$ cat src/rtl/optsel_pkg.sv
package optsel_pkg;
    localparam int HOST_AW    = 20;
    localparam int WIN_AW     = 14;
    localparam int BASE_W     = HOST_AW - WIN_AW;
    localparam int NUM_CS     = 6;
    localparam int PROM_BYTES = 32;
    localparam int PROM_SLOTS = PROM_BYTES / 2;
    localparam int MAC_BYTES  = 6;
    localparam int TOP_AREA   = 64;
    localparam int WIN_SIZE   = 1 << WIN_AW;

    localparam logic [7:0] CARD_ID_LO = 8'hFD;
    localparam logic [7:0] CARD_ID_HI = 8'h6A;
    localparam logic [BASE_W-1:0] BASE_MIN = BASE_W'(6'h28);

    localparam logic [WIN_AW-1:0] PROM_START = WIN_AW'(WIN_SIZE - TOP_AREA);
    localparam logic [WIN_AW-1:0] RSVD_START = WIN_AW'(WIN_SIZE - TOP_AREA + PROM_BYTES);
    localparam logic [WIN_AW-1:0] DATA_START = WIN_AW'(WIN_SIZE - 16);
    localparam logic [WIN_AW-1:0] CTRL_OFF   = WIN_AW'(WIN_SIZE - 14);
    localparam logic [WIN_AW-1:0] CMD_OFF    = WIN_AW'(WIN_SIZE - 13);

    localparam logic [2:0] IO_ID_LO  = 3'd0;
    localparam logic [2:0] IO_ID_HI  = 3'd1;
    localparam logic [2:0] IO_ENABLE = 3'd2;
    localparam logic [2:0] IO_BASE   = 3'd3;
    localparam logic [2:0] IO_IRQ    = 3'd4;

    typedef enum logic [2:0] {
        RG_RAM  = 3'd0,
        RG_PROM = 3'd1,
        RG_RSVD = 3'd2,
        RG_DATA = 3'd3,
        RG_CTRL = 3'd4,
        RG_CMD  = 3'd5,
        RG_NONE = 3'd6
    } region_e;

    typedef struct packed {
        logic              card_en;
        logic              boot_off;
        logic [BASE_W-1:0] base;
        logic [7:0]        irq;
    } opt_cfg_t;

    function automatic region_e region_of(input logic [WIN_AW-1:0] off);
        if (off < PROM_START)      return RG_RAM;
        else if (off < RSVD_START) return RG_PROM;
        else if (off < DATA_START) return RG_RSVD;
        else if (off < CTRL_OFF)   return RG_DATA;
        else if (off == CTRL_OFF)  return RG_CTRL;
        else if (off == CMD_OFF)   return RG_CMD;
        else                       return RG_NONE;
    endfunction
endpackage

$ cat src/rtl/optsel_regs.sv
module optsel_regs
    import optsel_pkg::*;
(
    input  logic       clk,
    input  logic       rst,
    input  logic       io_sel,
    input  logic       io_wr,
    input  logic [2:0] io_addr,
    input  logic [7:0] io_wdata,
    output logic [7:0] io_rdata,
    output opt_cfg_t   cfg
);
    logic io_we;
    assign io_we = io_sel && io_wr;

    always_ff @(posedge clk) begin
        if (rst) begin
            cfg <= '0;
        end else if (io_we) begin
            case (io_addr)
                IO_ENABLE: begin
                    cfg.card_en  <= io_wdata[0];
                    cfg.boot_off <= io_wdata[1];
                end
                IO_BASE: cfg.base <= io_wdata[BASE_W-1:0];
                IO_IRQ:  cfg.irq  <= io_wdata;
                default: ;
            endcase
        end
    end

    always_comb begin
        io_rdata = '0;
        if (io_sel && !io_wr) begin
            case (io_addr)
                IO_ID_LO:  io_rdata = CARD_ID_LO;
                IO_ID_HI:  io_rdata = CARD_ID_HI;
                IO_ENABLE: io_rdata = {6'b0, cfg.boot_off, cfg.card_en};
                IO_BASE:   io_rdata[BASE_W-1:0] = cfg.base;
                IO_IRQ:    io_rdata = cfg.irq;
                default:   io_rdata = '0;
            endcase
        end
    end

    AST_BASE_HOLD: assert property (@(posedge clk) disable iff (rst)
        !(io_we && io_addr == IO_BASE) |=> $stable(cfg.base));

    AST_ENABLE_HOLD: assert property (@(posedge clk) disable iff (rst)
        !(io_we && io_addr == IO_ENABLE) |=> $stable(cfg.card_en) && $stable(cfg.boot_off));
endmodule

$ cat src/rtl/optsel_decode.sv
module optsel_decode
    import optsel_pkg::*;
(
    input  logic               clk,
    input  logic               rst,
    input  logic               card_en,
    input  logic [BASE_W-1:0]  base,
    input  logic [HOST_AW-1:0] mem_addr,
    output logic [NUM_CS-1:0]  cs,
    output logic [WIN_AW-1:0]  offset
);
    logic    base_ok;
    logic    hit;
    region_e rg;

    assign offset  = mem_addr[WIN_AW-1:0];
    assign base_ok = (base >= BASE_MIN);
    assign hit     = card_en && base_ok && (mem_addr[HOST_AW-1:WIN_AW] == base);
    assign rg      = region_of(offset);

    for (genvar gi = 0; gi < NUM_CS; gi++) begin : g_cs
        assign cs[gi] = hit && (rg == region_e'(gi));
    end

    AST_SEL_ONEHOT: assert property (@(posedge clk) disable iff (rst)
        $onehot0(cs));

    AST_DISABLED_QUIET: assert property (@(posedge clk) disable iff (rst)
        !card_en |-> (cs == '0));

    AST_LOW_BASE_QUIET: assert property (@(posedge clk) disable iff (rst)
        (base < BASE_MIN) |-> (cs == '0));
endmodule

$ cat src/rtl/optsel_rdmux.sv
module optsel_rdmux
    import optsel_pkg::*;
(
    input  logic                   clk,
    input  logic                   rst,
    input  logic                   cs_prom,
    input  logic                   cs_rsvd,
    input  logic [4:0]             off_lo,
    input  logic [8*MAC_BYTES-1:0] station_addr,
    output logic [7:0]             rdata,
    output logic                   rdata_vld
);
    logic [7:0] prom_img [PROM_SLOTS];

    for (genvar gi = 0; gi < PROM_SLOTS; gi++) begin : g_img
        if (gi < MAC_BYTES) begin : g_mac
            assign prom_img[gi] = station_addr[8*(MAC_BYTES-1-gi) +: 8];
        end else begin : g_pad
            assign prom_img[gi] = 8'h00;
        end
    end

    always_comb begin
        rdata     = 8'h00;
        rdata_vld = 1'b0;
        if (cs_prom && !off_lo[0]) begin
            rdata     = prom_img[off_lo[4:1]];
            rdata_vld = 1'b1;
        end else if (cs_rsvd) begin
            rdata_vld = 1'b1;
        end
    end

    AST_PROM_ODD_INVALID: assert property (@(posedge clk) disable iff (rst)
        (cs_prom && off_lo[0]) |-> !rdata_vld);

    AST_RSVD_ZERO: assert property (@(posedge clk) disable iff (rst)
        cs_rsvd |-> (rdata_vld && rdata == 8'h00));

    AST_IDLE_NO_DATA: assert property (@(posedge clk) disable iff (rst)
        !(cs_prom || cs_rsvd) |-> !rdata_vld);
endmodule

$ cat src/rtl/optsel_window.sv
module optsel_window
    import optsel_pkg::*;
(
    input  logic                   clk,
    input  logic                   rst,
    input  logic                   io_sel,
    input  logic                   io_wr,
    input  logic [2:0]             io_addr,
    input  logic [7:0]             io_wdata,
    output logic [7:0]             io_rdata,
    input  logic [HOST_AW-1:0]     mem_addr,
    input  logic [8*MAC_BYTES-1:0] station_addr,
    output logic [NUM_CS-1:0]      region_cs,
    output logic [WIN_AW-1:0]      win_offset,
    output logic [7:0]             win_rdata,
    output logic                   win_rdata_vld,
    output logic                   card_en,
    output logic                   boot_rom_en,
    output logic [7:0]             irq_sel
);
    opt_cfg_t cfg;

    optsel_regs u_regs (
        .clk      (clk),
        .rst      (rst),
        .io_sel   (io_sel),
        .io_wr    (io_wr),
        .io_addr  (io_addr),
        .io_wdata (io_wdata),
        .io_rdata (io_rdata),
        .cfg      (cfg)
    );

    optsel_decode u_dec (
        .clk      (clk),
        .rst      (rst),
        .card_en  (cfg.card_en),
        .base     (cfg.base),
        .mem_addr (mem_addr),
        .cs       (region_cs),
        .offset   (win_offset)
    );

    optsel_rdmux u_mux (
        .clk          (clk),
        .rst          (rst),
        .cs_prom      (region_cs[RG_PROM]),
        .cs_rsvd      (region_cs[RG_RSVD]),
        .off_lo       (win_offset[4:0]),
        .station_addr (station_addr),
        .rdata        (win_rdata),
        .rdata_vld    (win_rdata_vld)
    );

    assign card_en     = cfg.card_en;
    assign boot_rom_en = !cfg.boot_off;
    assign irq_sel     = cfg.irq;

    AST_HIT_IN_WINDOW: assert property (@(posedge clk) disable iff (rst)
        (region_cs != '0) |-> (card_en && mem_addr[HOST_AW-1:WIN_AW] == cfg.base));
endmodule

$ cat config.mk
export PLATFORM = sky130hd
export DESIGN_NAME = optsel_window
export DESIGN_NICKNAME = d
export VERILOG_FILES = /design/src/rtl/optsel_pkg.sv /design/src/rtl/optsel_regs.sv /design/src/rtl/optsel_decode.sv /design/src/rtl/optsel_rdmux.sv /design/src/rtl/optsel_window.sv
export SDC_FILE = /design/constraint.sdc
export NUM_CORES = 1
export LEC_CHECK = 0
export BUFFER_PORTS_ARGS = -buffer_cell sky130_fd_sc_hd__buf_4
export CAP_MARGIN = 5
export CORE_MARGIN = 3
export CORE_UTILIZATION = 30
export CTS_CLUSTER_SIZE = 24
export DETAILED_ROUTE_END_ITERATION = 8
export HOLD_SLACK_MARGIN = 0.06
export PLACE_DENSITY = 0.64
export RECOVER_POWER = 25
export SKIP_CTS_REPAIR_TIMING = 1
export SLEW_MARGIN = 0
export SYNTH_ARGS = -nofsm -noshare
export SYNTH_HDL_FRONTEND = slang
export SYNTH_SLANG_ARGS = --single-unit
$ cat constraint.sdc
create_clock -name clk -period 3.85 [get_ports clk]
set_input_delay 0.385 -clock clk [delete_from_list [all_inputs] [get_ports clk]]
set_output_delay 0.385 -clock clk [all_outputs]
set_load 0.01 [all_outputs]
==> flow_summary.html <==
<table>
<tr><th>Metric</th><th>Value</th></tr>
<tr><th colspan="2">Outcome</th></tr>
<tr><td>Result of the run</td><td>complete, no violations</td></tr>
<tr><th colspan="2">CTS</th></tr>
<tr><td>Library cell used as clock root buffer</td><td>sky130_fd_sc_hd__clkbuf_8</td></tr>
<tr><td>Clock tree buffer depth</td><td>2</td></tr>
<tr><td>Total number of clock tree sinks</td><td>16</td></tr>
<tr><td>Clock tree from TritonCTS</td><td>built</td></tr>
<tr><td>Skew-Pair Late Insertion Delay</td><td>0.25 ns</td></tr>
<tr><td>Clock input transition at the sequential cells of the worst setup and hold paths</td><td>0.06 ns</td></tr>
<tr><td>Inserted Clock Buffers</td><td>3</td></tr>
<tr><td>Max H-tree Level</td><td>1</td></tr>
<tr><th colspan="2">STA</th></tr>
<tr><td>Sum of negative setup slack</td><td>0 ns</td></tr>
<tr><td>Worst slack on hold paths</td><td>0.377 ns</td></tr>
<tr><td>Relative slew slack</td><td>63.4%</td></tr>
<tr><td>Post-route clock period utilization</td><td>57.9%</td></tr>
<tr><td>Final hold violation count</td><td>0</td></tr>
<tr><td>Worst Clk Skew</td><td>0 ns</td></tr>
<tr><td>Number of pins with negative max-slew slack in the final report</td><td>0</td></tr>
<tr><td>Final critical delay including setup and external delays</td><td>2.23 ns</td></tr>
<tr><td>Unrepaired setup endpoints after global routing</td><td>false</td></tr>
<tr><td>Final setup violation count</td><td>0</td></tr>
<tr><td>Max Fclk</td><td>448 MHz</td></tr>
<tr><td>Slew @ Worst Pin</td><td>0.548 ns</td></tr>
<tr><th colspan="2">Yosys</th></tr>
<tr><td>Yosys warning total</td><td>0</td></tr>
<tr><td>FFs w/ async S/R, synth</td><td>0%</td></tr>
<tr><td>Post-Synthesis Cells</td><td>196</td></tr>
<tr><td>Share of the yosys chip area belonging to registers</td><td>20.2%</td></tr>
<tr><td>Yosys top cell by area</td><td>sky130_fd_sc_hd__dfxtp_1</td></tr>
<tr><td>Flip-flop and latch count after synthesis</td><td>16</td></tr>
<tr><td>Most used flip-flop cell after synthesis</td><td>sky130_fd_sc_hd__dfxtp_1</td></tr>
<tr><td>EDFF count, synth</td><td>0</td></tr>
<tr><td>Post-synthesis net count</td><td>279</td></tr>
<tr><td>Count of unique library cells instantiated by Yosys</td><td>37</td></tr>
<tr><td>Post-synthesis instance area</td><td>1590 um2</td></tr>
<tr><td>Top area cells in the synthesized netlist</td><td>sky130_fd_sc_hd__dfxtp_1, sky130_fd_sc_hd__mux2i_1, sky130_fd_sc_hd__buf_4</td></tr>
<tr><td>Proportion of netlist area held by the largest area contributor</td><td>20.2%</td></tr>
<tr><td>Cell types with the highest counts after synthesis</td><td>sky130_fd_sc_hd__nor2_1, sky130_fd_sc_hd__buf_4, sky130_fd_sc_hd__mux2i_1</td></tr>
<tr><td>Mean post-synth cell area</td><td>8.10 um2</td></tr>
<tr><td>Most frequently used cell type in the post-synthesis netlist</td><td>sky130_fd_sc_hd__nor2_1</td></tr>
<tr><th colspan="2">GRT</th></tr>
<tr><td>Remaining global-route overflow</td><td>0</td></tr>
<tr><td>Global-route wire length before repair</td><td>8080 um</td></tr>
<tr><td>Antenna violations before repair</td><td>0</td></tr>
<tr><td>Total global-route track usage</td><td>15.9%</td></tr>
<tr><td>Pin count of the biggest net entering global routing</td><td>21</td></tr>
<tr><td>Via count of the first global-routing pass</td><td>1622</td></tr>
<tr><th colspan="2">Flow run</th></tr>
<tr><td>Max-capacitance violation count</td><td>0</td></tr>
<tr><th colspan="2">Power and ir drop</th></tr>
<tr><td>Leakage component of the power</td><td>1.21 nW</td></tr>
<tr><td>Power density normalized to cell area</td><td>194 nW/um2</td></tr>
<tr><td>Peak supply drop</td><td>0.264 mV</td></tr>
<tr><th colspan="2">Cells and area</th></tr>
<tr><td>P&amp;R area growth vs syn</td><td>52.6%</td></tr>
<tr><td>Share of layout cells above drive strength 1</td><td>45.5%</td></tr>
<tr><td>Leading registers by flop count</td><td>u_regs.cfg x16</td></tr>
<tr><td>Final std cell area, no fill</td><td>2420 um2</td></tr>
<tr><td>Register with the highest flop count</td><td>u_regs.cfg</td></tr>
<tr><td>Flip-flop count of the largest register, all copies and words added</td><td>16</td></tr>
<tr><td>Antenna diode instance count</td><td>0</td></tr>
<tr><td>Final net count</td><td>381</td></tr>
<tr><th colspan="2">Setup path</th></tr>
<tr><td>CP max-delay cell</td><td>sky130_fd_sc_hd__or4_4</td></tr>
<tr><td>Worst EP arrival</td><td>1.85 ns</td></tr>
<tr><td>Worst-path cell chain</td><td>xor2_1 &gt; or4_4 &gt; nand3b_4 &gt; nor3b_2 &gt; buf_4</td></tr>
<tr><td>CP max stage delay</td><td>0.53 ns</td></tr>
<tr><td>Path type of the worst setup path</td><td>flop to output pin</td></tr>
<tr><td>Worst Path Buf+Inv</td><td>1</td></tr>
<tr><td>Crit end category</td><td>output pin</td></tr>
<tr><td>Critical Path Start Type</td><td>flop</td></tr>
<tr><td>Category of cells accounting for the largest share of critical-path delay</td><td>simple AND/OR/NAND/NOR gates</td></tr>
<tr><td>Highest net fanout along the worst path</td><td>6</td></tr>
<tr><td>Required time of the critical path</td><td>3.46 ns</td></tr>
<tr><th colspan="2">Die</th></tr>
<tr><td>Number of top-level pins</td><td>130</td></tr>
<tr><td>DIE AREA</td><td>6200 um2</td></tr>
<tr><td>Initial cell density of the core</td><td>32.3%</td></tr>
<tr><td>Area of the core</td><td>4910 um2</td></tr>
<tr><td>Std-Cell Rows</td><td>25</td></tr>
<tr><td>Die width</td><td>78.8 um</td></tr>
<tr><td>Floorplan die height</td><td>78.8 um</td></tr>
<tr><th colspan="2">Placement</th></tr>
<tr><td>Post-DP HPWL</td><td>4450 um</td></tr>
<tr><td>IO Port Bufs</td><td>129</td></tr>
<tr><td>Instance area at placement</td><td>2420 um2</td></tr>
<tr><td>Routability Congestion</td><td>0.825</td></tr>
<tr><th colspan="2">Drt</th></tr>
<tr><td>Antenna-violating nets left</td><td>0</td></tr>
<tr><td>Overall via count from detail_route</td><td>1753</td></tr>
<tr><td>Length of the first detailed-routing pass in iterations</td><td>4</td></tr>
<tr><td>Final Routed Wirelength</td><td>5330 um</td></tr>
<tr><td>Number of remaining DRC errors</td><td>0</td></tr>
<tr><td>Routed wire length per instance</td><td>14.6 um</td></tr>
<tr><td>Via/cell ratio</td><td>4.82</td></tr>
<tr><td>Initial DRC count</td><td>32</td></tr>
<tr><th colspan="2">Worst hold path</th></tr>
<tr><td>Min-Delay Path Class</td><td>input port to flop</td></tr>
</table>
==> cell usage in the layout (no fill, tap or decap) <==
| cell type | instances |
|---|---|
| sky130_fd_sc_hd__or3_1 | 1 |
| sky130_fd_sc_hd__mux2_2 | 2 |
| sky130_fd_sc_hd__nor2b_1 | 3 |
| sky130_fd_sc_hd__xnor2_1 | 1 |
| sky130_fd_sc_hd__o21bai_1 | 2 |
| sky130_fd_sc_hd__a21o_1 | 1 |
| sky130_fd_sc_hd__mux4_2 | 8 |
| sky130_fd_sc_hd__buf_4 | 114 |
| sky130_fd_sc_hd__a31o_2 | 1 |
| sky130_fd_sc_hd__nand3b_4 | 1 |
| sky130_fd_sc_hd__nand4_1 | 5 |
| sky130_fd_sc_hd__nor2_1 | 41 |
| sky130_fd_sc_hd__nand2b_1 | 4 |
| sky130_fd_sc_hd__nor3_1 | 2 |
| sky130_fd_sc_hd__inv_1 | 8 |
| sky130_fd_sc_hd__dfxtp_1 | 16 |
| sky130_fd_sc_hd__nor3_2 | 2 |
| sky130_fd_sc_hd__clkbuf_1 | 15 |
| sky130_fd_sc_hd__nor3b_1 | 1 |
| sky130_fd_sc_hd__o21ai_0 | 4 |
| sky130_fd_sc_hd__or4_4 | 1 |
| sky130_fd_sc_hd__nand2_1 | 3 |
| sky130_fd_sc_hd__a2111oi_0 | 1 |
| sky130_fd_sc_hd__nand3_1 | 5 |
| sky130_fd_sc_hd__or2_2 | 1 |
| sky130_fd_sc_hd__nor3b_2 | 1 |
| sky130_fd_sc_hd__a22oi_1 | 3 |
| sky130_fd_sc_hd__o22a_1 | 1 |
| sky130_fd_sc_hd__mux2i_1 | 22 |
| sky130_fd_sc_hd__nor4bb_1 | 1 |
| sky130_fd_sc_hd__xor2_1 | 3 |
| sky130_fd_sc_hd__and2_1 | 2 |
| sky130_fd_sc_hd__o41ai_1 | 1 |
| sky130_fd_sc_hd__and3_1 | 1 |
| sky130_fd_sc_hd__clkbuf_8 | 4 |
| sky130_fd_sc_hd__a21oi_1 | 15 |
==> where the power goes <==
group / leakage, nW / switching (W) / internal (W)
Sequential: 0.129 / 0.00000193 / 0.000168
Combinational: 1.05 / 0.0000628 / 0.0000909
Clock: 0.0288 / 0.0000552 / 0.0000906
==> final cells by class <==
cell class | count | area [um2]
Fill cell | 505 | 2490
Tap cell | 67 | 83.8
Timing Repair Buffer | 129 | 912
Clock buffer | 4 | 55.1
Inverter | 8 | 30.0
Multi-Input combinational cell | 140 | 1020
Sequential cell | 16 | 320
==> path summary, 6_finish.rpt <==
check	slack (ns)	start	depth (start not counted)	endpoint
hold / removal	0.38	io_wdata[7]	3	u_regs.cfg[7]$_SDFFE_PP0P_
setup / recovery	1.62	u_regs.cfg[8]$_SDFFE_PP0P_	5	region_cs[4]
setup reg to reg	3.20	u_regs.cfg[9]$_SDFFE_PP0P_	2	u_regs.cfg[9]$_SDFFE_PP0P_
hold reg to reg	0.53	u_regs.cfg[1]$_SDFFE_PP0P_	2	u_regs.cfg[1]$_SDFFE_PP0P_
==> tightest hold or removal path, stage by stage <==
cell and delay, ns:
sky130_fd_sc_hd__buf_4 0.08, sky130_fd_sc_hd__mux2i_1 0.05, sky130_fd_sc_hd__nor2_1 0.08
==> routing by layer <==
metal | routed length (um) | share of wire, % | vias up | track usage [%]
met4 | 76 | 1.4 | 0 | 3.32
met2 | 2660 | 50 | 70 | 27.9
met5 | 0 | 0 | - | 0
met1 | 2200 | 41 | 805 | 20.0
met3 | 388 | 7.3 | 8 | 3.51
li1 | - | - | 870 | -
==> cells by family after synthesis <==
kind of cell | after synthesis | synth area share, %
AND/OR/NAND/NOR | 75 | 24.4
buffers and inverters | 40 | 15.5
multiplexers | 32 | 26.6
AO/OA/AOI/OAI | 29 | 11.0
flip-flops | 16 | 20.2
XOR/XNOR | 4 | 2.21
==> metrics by stage <==
step	total power [W]	util (%)	std cells	setup WS [ns]
2_1_floorplan	0.000252	-	196	1.95
3_3_place_gp	0.000332	49.4	360	1.73
3_5_place_dp	0.000334	49.4	360	1.73
4_1_cts	0.000481	50.5	364	1.61
5_1_grt	0.000491	49.3	364	1.46
6_report	0.000469	49.3	364	1.62
Note: power is estimated with default switching activity, not from simulation.
